[config.mk]
export PLATFORM = sky130hd
export DESIGN_NAME = swb_window_buffer
export DESIGN_NICKNAME = d
export VERILOG_FILES = /design/src/rtl/swb_pkg.sv /design/src/rtl/swb_shift_store.sv /design/src/rtl/swb_fill_ctr.sv /design/src/rtl/swb_win_ctrl.sv /design/src/rtl/swb_window_buffer.sv
export SDC_FILE = /design/constraint.sdc
export NUM_CORES = 1
export LEC_CHECK = 0
export BUFFER_PORTS_ARGS = -buffer_cell sky130_fd_sc_hd__buf_4
export CORE_AREA = 2 2 149 78
export CTS_CLUSTER_SIZE = 25
export DETAILED_ROUTE_END_ITERATION = 12
export DIE_AREA = 0 0 151 80
export GPL_TIMING_DRIVEN = 0
export SLEW_MARGIN = 25
export SYNTH_ARGS = -nofsm -noshare
export SYNTH_HDL_FRONTEND = slang
export SYNTH_HIERARCHICAL = 1
export SYNTH_SLANG_ARGS = --single-unit
[constraint.sdc]
create_clock -name clk -period 5.8 [get_ports clk]
set_input_delay 1.16 -clock clk [delete_from_list [all_inputs] [get_ports clk]]
set_output_delay 1.16 -clock clk [all_outputs]
set_load 0.005 [all_outputs]
[src/rtl/swb_pkg.sv]
package swb_pkg;
  // default geometry shared by the modules of the buffer
  parameter int unsigned SWB_DATA_W = 16;
  parameter int unsigned SWB_WIN    = 4;
  parameter int unsigned SWB_CNT_W  = 16;

  // width of a counter able to hold the value n
  function automatic int unsigned cnt_width(input int unsigned n);
    return (n < 2) ? 1 : $clog2(n + 1);
  endfunction
endpackage

[src/rtl/swb_shift_store.sv]
module swb_shift_store #(
  parameter int unsigned DATA_W = swb_pkg::SWB_DATA_W,
  parameter int unsigned WIN    = swb_pkg::SWB_WIN
) (
  input  logic                  clk,
  input  logic                  rst,
  input  logic                  shift_en,
  input  logic [DATA_W-1:0]     din,
  output logic [WIN*DATA_W-1:0] window_o
);
  logic [DATA_W-1:0] slot_q [WIN];

  for (genvar k = 0; k < WIN; k++) begin : g_slot
    if (k == WIN - 1) begin : g_top
      always_ff @(posedge clk) begin
        if (rst)           slot_q[k] <= '0;
        else if (shift_en) slot_q[k] <= din;
      end
    end else begin : g_mid
      always_ff @(posedge clk) begin
        if (rst)           slot_q[k] <= '0;
        else if (shift_en) slot_q[k] <= slot_q[k+1];
      end
    end
    assign window_o[k*DATA_W +: DATA_W] = slot_q[k];
  end
endmodule

[src/rtl/swb_fill_ctr.sv]
module swb_fill_ctr #(
  parameter int unsigned WIN = swb_pkg::SWB_WIN
) (
  input  logic clk,
  input  logic rst,
  input  logic inc,
  output logic primed_o
);
  localparam int unsigned FILL_W = swb_pkg::cnt_width(WIN - 1);
  localparam logic [FILL_W-1:0] FILL_MAX = FILL_W'(WIN - 1);

  logic [FILL_W-1:0] fill_q;

  always_ff @(posedge clk) begin
    if (rst)                         fill_q <= '0;
    else if (inc && fill_q != FILL_MAX) fill_q <= fill_q + 1'b1;
  end

  // once WIN-1 words are stored, every new word closes a window
  assign primed_o = (fill_q == FILL_MAX);
endmodule

[src/rtl/swb_win_ctrl.sv]
module swb_win_ctrl #(
  parameter int unsigned CNT_W = swb_pkg::SWB_CNT_W
) (
  input  logic             clk,
  input  logic             rst,
  input  logic [CNT_W-1:0] cfg_win_count,
  input  logic             in_valid,
  input  logic             out_ready,
  input  logic             primed,
  output logic             in_ready,
  output logic             accept,
  output logic             out_valid,
  output logic [CNT_W-1:0] out_idx,
  output logic             done
);
  logic             valid_q;
  logic             done_q;
  logic [CNT_W-1:0] idx_q;
  logic             last_win;
  logic             fire;

  assign last_win = (idx_q == cfg_win_count - 1'b1);
  assign fire     = valid_q && out_ready;
  assign in_ready = !done_q && !(valid_q && (!out_ready || last_win));
  assign accept   = in_valid && in_ready;

  always_ff @(posedge clk) begin
    if (rst) begin
      valid_q <= 1'b0;
      done_q  <= 1'b0;
      idx_q   <= '0;
    end else begin
      if (accept && primed) valid_q <= 1'b1;
      else if (fire)        valid_q <= 1'b0;
      if (fire) begin
        if (last_win) done_q <= 1'b1;
        else          idx_q  <= idx_q + 1'b1;
      end
    end
  end

  assign out_valid = valid_q;
  assign out_idx   = idx_q;
  assign done      = done_q;
endmodule

[src/rtl/swb_window_buffer.sv]
module swb_window_buffer #(
  parameter int unsigned DATA_W = swb_pkg::SWB_DATA_W,
  parameter int unsigned WIN    = swb_pkg::SWB_WIN,
  parameter int unsigned CNT_W  = swb_pkg::SWB_CNT_W
) (
  input  logic                  clk,
  input  logic                  rst,
  input  logic [CNT_W-1:0]      cfg_win_count,
  input  logic                  in_valid,
  output logic                  in_ready,
  input  logic [DATA_W-1:0]     in_data,
  output logic                  out_valid,
  input  logic                  out_ready,
  output logic [WIN*DATA_W-1:0] out_data,
  output logic [CNT_W-1:0]      out_idx,
  output logic                  done
);
  logic accept;
  logic primed;

  swb_win_ctrl #(.CNT_W(CNT_W)) ctrl_i (
    .clk(clk), .rst(rst), .cfg_win_count(cfg_win_count),
    .in_valid(in_valid), .out_ready(out_ready), .primed(primed),
    .in_ready(in_ready), .accept(accept), .out_valid(out_valid),
    .out_idx(out_idx), .done(done)
  );

  swb_fill_ctr #(.WIN(WIN)) fill_i (
    .clk(clk), .rst(rst), .inc(accept), .primed_o(primed)
  );

  swb_shift_store #(.DATA_W(DATA_W), .WIN(WIN)) store_i (
    .clk(clk), .rst(rst), .shift_en(accept), .din(in_data), .window_o(out_data)
  );
endmodule

### Word-level counts from Yosys, hierarchy flattened

Memories as Yosys holds them, arrays and structs flattened.
Index checks and enable logic that the tools add are counted.

* flip-flop bits (word level): 20
* RAM bits: 64
* input bits: 36
* output and inout port bits: 83
* logic and storage cells: 40
* memories kept: 1

* add/subtract/negate cells: 3
* eq/ne operators: 3
* muxes and demuxes: 11
* bitwise gates (word level): 5
* reductions and logical operators: 13

Memory list
* store_i.slot_q: depth 4, bits a word 16, rd ports 4, clocked after memory_dff 0, wr ports 4, RTL line swb_shift_store.sv:11 `logic [DATA_W-1:0] slot_q [WIN];`

Operator list (count)
* 2-to-1 mux 16 bit: 4
* adder 16 x 1 -> 16 bit (second input constant): 1
* equality test 16 bit: 1
* subtractor 16 x 1 -> 16 bit (second input constant): 1
* 2-to-1 mux 1 bit: 7
* logical AND 1 bit: 6
* bitwise OR 1 bit: 4
* AND reduction 2 bit: 2
* logical NOT 1 bit: 3
* adder 2 x 1 -> 2 bit (second input constant): 1
* equality test 2 bit (second input constant): 1
* != test 2 bit (second input constant): 1
* nonzero test 2 bit: 1
* logical OR 1 bit: 1
* NOT 1 bit: 1

### Depth between registers and ports, before layout

Gate-level depths: netlist of run 1.

* depth in word-level cells: 11
* gate-level depth with buffers: 14
* mapped depth without buffers: 11

### Cells and area by module

Netlist of run 1, hierarchy kept.

By module, submodules not included
* swb_shift_store: instances 1, cells each 143, area an instance 2601.2 µm², seq. area each 1921.8 µm²
* swb_win_ctrl: instances 1, cells each 188, area an instance 1514.0 µm², seq. area each 360.3 µm²
* swb_fill_ctr: instances 1, cells each 10, area an instance 113.9 µm², seq. area each 40.0 µm²

### Least setup slack after synthesis of run 1

No wires, ideal clock.

* kind: input -> register
* from: input cfg_win_count[0]
* to: memory store_i/slot_q[0][0] (netlist bit) (enable)
* library setup time: 0.426 ns
* arrival: 4.831 ns
* required time: 5.374 ns
* slack: 0.544 ns
* stages on the path: 13
* path buffers: 3
* path through: inv_1 -> ha_1 -> clkbuf_1 -> nor4b_4 -> xor2_1 -> o22ai_1 -> a22oi_1 -> nor4_4 -> buf_2 -> o21a_1 -> nor3b_1 -> buf_6 -> or2_1

RTL lines
* start: declaration: RTL line swb_window_buffer.sv:8 `input logic [CNT_W-1:0] cfg_win_count,`
* end: declaration: RTL line swb_shift_store.sv:11

### Final worst setup path of run 1

* from: input cfg_win_count[0]
* to: output in_ready

* word-level cells in the longest chain between the ends: 6

Ends and longest elaborated chain
* subtractor 16 x 1 -> 16 bit: RTL line swb_win_ctrl.sv:22 `assign last_win = (idx_q == cfg_win_count - 1'b1);`
* equality test 16 bit: RTL line swb_win_ctrl.sv:22
* logical OR 1 bit: RTL line swb_win_ctrl.sv:24 `assign in_ready = !done_q && !(valid_q && (!out_ready || last_win));`
* logical AND 1 bit: RTL line swb_win_ctrl.sv:24
* logical NOT 1 bit: RTL line swb_win_ctrl.sv:24
* logical AND 1 bit: RTL line swb_win_ctrl.sv:24
* end: declaration: RTL line swb_window_buffer.sv:10 `output logic in_ready,`

Every way passes these cells.

==> results.py, run 1 <==
metrics = {
    "status": {
        "status": "completed",
    },
    "worst_setup_path": {
        "crit_fanout": 10,
        "start_kind": "input port",
        "r2r_cells": 11,
        "crit_family": "simple AND/OR/NAND/NOR gates",
        "endpoint": "in_ready",
        "endpoint_kind": "output pin",
        "r2r_slack_ns": 2.32,
        "crit_slowest_cell": "nor4b_4",
        "crit_chain": "buf_4 > inv_1 > ha_1 > clkbuf_1 > nor4b_4 > nand3b_1 > or4b_1 > a22o_1 > nor4_4 > buf_2 > o21a_1 > nor2_1 > buf_4",
        "worstReg2RegEnd": "store_i/slot_q[1][15]$_SDFFCE_PN0P_",
        "cp.arrival_ns": 4.20,
        "required_ns": 4.64,
        "cp_num_cells": 13,
        "startpoint": "cfg_win_count[0]",
        "path_buf_inv": 5,
        "cpPeakStageDelay_ns": 0.51,
        "r2r_start": "ctrl_i/out_idx[10]$_SDFFE_PP0P_",
        "crit_type": "in2out",
        "cpMostUsedCell": "buf_4",
    },
    "placed_design": {
        "hpwl_mm": 8.66,
        "pre_cts_ws_ns": 0.473,
        "dpl.cell_count": 605,
        "gp_congestion": 0.886,
        "numPortBuffers": 118,
    },
    "pwr": {
        "leakage_nw": 2.59,
        "ir_drop_v": 0.000147,
        "powerDensity_mw_per_mm2": 273,
        "total_power_mw": 1.55,
    },
    "timing": {
        "fin_setup_tns_ns": 0,
        "whs_ns": 0.494,
        "tightest_slew_ns": 0.841,
        "rsz0062_at_grt": "false",
        "hold_violations": 0,
        "post-route-period-util_pct": 92.5,
        "fmax_ghz": 0.186,
        "max_slew_margin_pct": 43.5,
        "setup_slack_ns": 0.437,
        "skew_ns": 0.0102,
        "fin_crit_ns": 5.36,
        "setup_viol": 0,
        "maxSlewViolCount": 0,
    },
    "floorplan": {
        "pin_count": 119,
        "dieArea_mm2": 0.0121,
        "dieWidth_um": 151,
        "coreArea_mm2": 0.0107,
        "initial_utilization_pct": 39.4,
        "row_count": 27,
        "die_h_um": 80,
    },
    "grt": {
        "gr-total-overflow": 0,
        "antenna_found_initial": 0,
        "grt_pass1_wl_mm": 17.1,
        "grt_pass1_vias": 2967,
        "grt_util_all_layers_pct": 19.1,
        "grt_max_degree": 52,
    },
    "logic_synthesis": {
        "yosys.area_share.simple_pct": 27.2,
        "synth_area_per_cell_um2": 12.4,
        "synthArstFlopShare_pct": 0,
        "synthXorXnorAreaFrac_pct": 3.93,
        "ys_warn_count": 6,
        "synth-edff-count": 64,
        "synthTopCellsByCount": "and3b_1, edfxtp_1, dfxtp_1",
        "synthAdderAreaFrac_pct": 0.888,
        "synth_top_family_by_area": "simple AND/OR/NAND/NOR gates",
        "synthMuxAreaShare_pct": 2.04,
        "synth_seq_area_share_pct": 54.9,
        "syn_inst": 341,
        "synth.area.top_cells": "edfxtp_1, and3b_1, dfxtp_1",
        "ys.flop_type": "edfxtp_1",
        "yosysTopAreaCell": "edfxtp_1",
        "post-synth-top-area-fraction_pct": 45.4,
        "ys_ff_latch": 84,
        "syn_area_mm2": 0.00423,
        "syn_nets": 380,
        "synth_compound_area_share_pct": 6.83,
        "synth.distinct_cells": 49,
    },
    "cts": {
        "clockRootBuffer": "clkbuf_16",
        "clk_pin_slew_ns": 0.06,
        "ctsHoldBuffers": 0,
        "clk_latency_ns": 0.34,
        "clockBufferDepth": 2,
        "cts_setup_buffers": 0,
        "cts-buffers-inserted": 9,
        "cts_tree": "done",
        "cts_max_level": 3,
        "cts.sinks": 84,
        "cts-resized-gates": 0,
    },
    "detailed_routing": {
        "antenna_left": 0,
        "route.detailed.drc": 0,
        "drtPass1Iterations": 5,
        "avgRoutedWirePerCell_um": 18.2,
        "viasPerCell": 5.15,
        "initialDrtViolationCount": 204,
        "drt-total-wl_mm": 11.3,
        "vias": 3195,
    },
    "finish": {
        "final_cells": 620,
        "ff_latch_area_mm2": 0.00232,
        "num_antenna_cells": 0,
        "syn2layout_area_growth_pct": 34.5,
        "multi_input_area_mm2": 0.00173,
        "drive_gt1_share_pct": 34.3,
        "num-fill-cells": 949,
        "nets": 510,
    },
    "worst_hold_path": {
        "hold_class": "reg2reg",
    },
    "job": {
        "max_cap_viol_count": 0,
    },
}
[where the power goes]
group	switching (mW)	internal, mW
sequential	0.0186	0.682
clock	0.229	0.463
combinational	0.0724	0.0850
total	0.321	1.23
[layout make-up]
cell class,count,share of cell area [%]
Buffer,24,2.84
Multi-Input combinational cell,229,30.5
Timing Repair Buffer,119,16.1
Sequential cell,84,40.8
Clock buffer,9,3.96
Clock inverter,6,2.40
Tap cell,145,3.19
Inverter,4,0.264
[kinds of logic (layout without fill, tap and decap cells)]
kind of cell    Yosys count  after routing
xor+xnor                 19             19
mux                       6              6
buf+inv                  28            162
fa+ha+maj                 3              3
flops                    84             84
simple gates            156            156
compound gates           45             45
[through the flow]
step | util [%] | area, um^2
finish | 52.9 | 5690
global route | 52.9 | 5690
CTS | 52.9 | 5690
detailed placement | 49.6 | 5330
global placement | 49.3 | 5300
floorplan | - | 4230
[registers in the layout (all words and copies together) (netlist names)]
signal / count
ctrl_i/out_valid: 1
fill_i/fill_q: 2
store_i/slot_q: 64
ctrl_i/done: 1
ctrl_i/out_idx: 16
[layout by cell type (no fill, tap or decap), drive strengths merged, types with 10 or more instances in the layout]
master,n
dfxtp,20
buf,136
xor2,11
nor2,15
clkbuf,16
edfxtp,64
and3b,64
a21oi,15
o21ai,10
[worst min-delay path, cell delays in order (launching register included)]
cell      delay [ns]
dfxtp_1         0.31
nand2b_1        0.06
o21ai_0         0.07
[how the worst min path moves through the flow]
stage,start,end,slack (ns),cells past startpoint
after floorplan,fill_i/fill_q[1]$_SDFFE_PP0P_,fill_i/fill_q[1]$_SDFFE_PP0P_,0.45,2
after global placement,fill_i/fill_q[1]$_SDFFE_PP0P_,fill_i/fill_q[1]$_SDFFE_PP0P_,0.47,2
after detailed placement,fill_i/fill_q[1]$_SDFFE_PP0P_,fill_i/fill_q[1]$_SDFFE_PP0P_,0.49,2
after CTS,fill_i/fill_q[1]$_SDFFE_PP0P_,fill_i/fill_q[1]$_SDFFE_PP0P_,0.50,2
after global routing,fill_i/fill_q[1]$_SDFFE_PP0P_,fill_i/fill_q[1]$_SDFFE_PP0P_,0.51,2
final,fill_i/fill_q[1]$_SDFFE_PP0P_,fill_i/fill_q[1]$_SDFFE_PP0P_,0.49,2
[metal layers]
| layer | part of all wire [%] | global-route usage (%) |
|---|---|---|
| met5 | 0 | 0 |
| met4 | 0.63 | 3.64 |
| met3 | 7.6 | 5.26 |
| met2 | 37 | 23.4 |
| met1 | 54 | 32.0 |
Note: power is estimated with default switching activity, not from simulation.
==> run 2, diff against run 1 <==
--- a/config.mk
+++ b/config.mk
@@ -7,9 +7,12 @@
 export LEC_CHECK = 0
 export BUFFER_PORTS_ARGS = -buffer_cell sky130_fd_sc_hd__buf_4
-export CORE_AREA = 2 2 149 78
+export CELL_PAD_IN_SITES_DETAIL_PLACEMENT = 0
+export CELL_PAD_IN_SITES_GLOBAL_PLACEMENT = 2
+export CORE_AREA = 2 2 161 84
 export CTS_CLUSTER_SIZE = 25
 export DETAILED_ROUTE_END_ITERATION = 12
-export DIE_AREA = 0 0 151 80
+export DIE_AREA = 0 0 163 86
 export GPL_TIMING_DRIVEN = 0
+export PLACE_DENSITY_LB_ADDON = 0.1
 export SLEW_MARGIN = 25
 export SYNTH_ARGS = -nofsm -noshare
==> constraint.sdc (replaced) <==
create_clock -name clk -period 5.8 [get_ports clk]
set_input_delay 1.16 -clock clk [delete_from_list [all_inputs] [get_ports clk]]
set_output_delay 1.16 -clock clk [all_outputs]
set_load 0.01 [all_outputs]
==> run 2 against run 1 <==
Setup slack improved by 0.26 ns. Fmax rose by 5.0%. Critical endpoint unchanged. Combinational power rose by 6%. Cell area fell by 0.62%. Critical path depth did not move. Cell count rose by 4.2%. Sequential share of layout area rose by 0.25 points. Via count fell by 1.8%. Worst hold slack improved by 0.0094 ns. Global-route usage fell by 4.4 points. Clock-buffer cell count rose by 2. Power fell by 8.7%.
==> results.py, run 2 (same netlist as run 1, synthesis figures left out) <==
metrics = {
    "timing": {
        "skew_ns": 0.00590,
        "whs_ns": 0.504,
        "max_slew_margin_pct": 57.4,
        "tightest_slew_ns": 0.634,
        "maxSlewViolCount": 0,
        "fin_crit_ns": 5.11,
        "fin_setup_tns_ns": 0,
        "rsz0062_at_grt": "false",
        "post-route-period-util_pct": 88.0,
        "fmax_ghz": 0.196,
        "setup_viol": 0,
        "hold_violations": 0,
    },
    "grt": {
        "grt_util_all_layers_pct": 14.7,
        "grt_pass1_wl_mm": 15.9,
        "grt_max_degree": 52,
        "antenna_found_initial": 0,
        "grt_pass1_vias": 3067,
        "gr-total-overflow": 0,
    },
    "cts": {
        "clockBufferDepth": 2,
        "clk_latency_ns": 0.33,
        "cts_max_level": 3,
        "cts-resized-gates": 0,
        "clk_pin_slew_ns": 0.06,
        "cts_setup_buffers": 0,
        "ctsHoldBuffers": 0,
        "cts_tree": "done",
        "cts.sinks": 84,
        "clockRootBuffer": "clkbuf_16",
        "cts-buffers-inserted": 9,
    },
    "finish": {
        "nets": 510,
        "final_cell_mix": "buf_4, and3b_1, edfxtp_1",
        "syn2layout_area_growth_pct": 33.7,
        "final_cells": 646,
        "final_cell_area_mm2": 0.00565,
        "num-fill-cells": 1201,
        "fin_util_pct": 45.2,
        "num_antenna_cells": 0,
        "drive_gt1_share_pct": 34.0,
        "largest_reg_flops": 64,
        "final_common_cell": "buf_4",
        "regMostFlops": "store_i/slot_q",
    },
    "worst_setup_path": {
        "cpMostUsedCell": "buf_4",
        "r2r_slack_ns": 2.33,
        "r2r_cells": 11,
        "crit_fanout": 10,
        "cpPeakStageDelay_ns": 0.49,
        "crit_type": "in2out",
        "crit_chain": "buf_4 > inv_1 > ha_1 > clkbuf_1 > nor4b_4 > nand3b_1 > or4b_1 > a22o_1 > nor4_4 > buf_2 > o21a_1 > nor2_1 > buf_4",
        "cp.arrival_ns": 3.95,
        "r2r_start": "ctrl_i/out_idx[10]$_SDFFE_PP0P_",
        "required_ns": 4.64,
        "crit_family": "simple AND/OR/NAND/NOR gates",
        "worstReg2RegEnd": "store_i/slot_q[3][11]$_SDFFCE_PN0P_",
        "endpoint_kind": "output pin",
        "start_kind": "input port",
        "crit_slowest_cell": "or4b_1",
        "path_buf_inv": 5,
    },
    "detailed_routing": {
        "drtPass1Iterations": 4,
        "initialDrtViolationCount": 164,
        "vias": 3136,
        "viasPerCell": 4.85,
        "avgRoutedWirePerCell_um": 15.7,
        "drt-total-wl_mm": 10.1,
        "route.detailed.drc": 0,
        "antenna_left": 0,
    },
    "floorplan": {
        "dieArea_mm2": 0.0140,
        "row_count": 29,
        "coreArea_mm2": 0.0125,
        "dieWidth_um": 163,
        "pin_count": 119,
        "initial_utilization_pct": 33.8,
        "die_h_um": 86,
    },
    "status": {
        "status": "completed",
    },
    "pwr": {
        "powerDensity_mw_per_mm2": 251,
        "leakage_nw": 2.56,
        "ir_drop_v": 0.000136,
    },
    "placed_design": {
        "place_area_mm2": 0.00536,
        "dpl.cell_count": 630,
        "hpwl_mm": 7.77,
        "numPortBuffers": 118,
        "gp_congestion": 0.878,
    },
    "job": {
        "max_cap_viol_count": 0,
    },
    "worst_hold_path": {
        "hold_class": "reg2reg",
        "hp-start": "fill_i/fill_q[1]$_SDFFE_PP0P_",
        "hold_path_end": "fill_i/fill_q[1]$_SDFFE_PP0P_",
        "hold_depth": 2,
    },
}
[run 2: cell types whose count changed in the layout (fill, tap and decap cells not counted)]
cell / delta
bufinv_16: -3
clkbuf_1: +2
clkinv_4: +2
clkinvlp_4: +1
inv_6: -1
[run 2: worst max-delay path by stage]
stage,start,endpoint,cells after the start
floorplan,cfg_win_count[0],store_i/slot_q[0][0]$_SDFFCE_PN0P_,13
global placement,cfg_win_count[0],store_i/slot_q[3][5]$_SDFFCE_PN0P_,14
detailed placement,cfg_win_count[0],in_ready,13
CTS,cfg_win_count[0],in_ready,13
global route,cfg_win_count[0],in_ready,13
finish,cfg_win_count[0],in_ready,13
[run 2: area by class of cell]
cell class,count,area [um^2],area share (%)
inverters,4,15.0,0.266
flip-flops and latches,84,2320,41.1
clock buffers,11,233,4.12
well taps,170,213,3.76
clock inverters,5,62.6,1.11
multi-input cells,229,1730,30.7
repair buffers,119,913,16.2
plain buffers,24,161,2.86
[run 2: per-layer routing]
metal	global-route usage, %	routed length (um)
met1	18.1	4700
met3	4.01	496
met2	25.4	4790
met5	0	0
met4	4.59	140
[run 2: metrics by stage]
step / total power, mW / setup WS [ns]
after floorplan: 0.785 / 0.542
after global placement: 0.874 / -0.540
after detailed placement: 0.880 / 0.654
after CTS: 1.44 / 0.649
after global routing: 1.48 / 0.442
final: 1.42 / 0.694
[run 2: worst reg2reg max path, stage by stage (launching register included)]
cell	delay (ns)
dfxtp_1	0.47
xor2_1	0.29
xor2_1	0.18
o22ai_1	0.09
a22oi_1	0.30
nor4_4	0.10
buf_2	0.20
o21a_1	0.20
nor3b_1	0.54
buf_6	0.23
or2_4	0.26
buf_16	0.29
[run 2: report_power, final]
group	leakage (nW)	total, mW	internal [mW]	switching [mW]
clock	0.136	0.552	0.335	0.217
combinational	1.56	0.166	0.0859	0.0801
sequential	0.865	0.698	0.682	0.0161
total	2.56	1.42	1.10	0.314
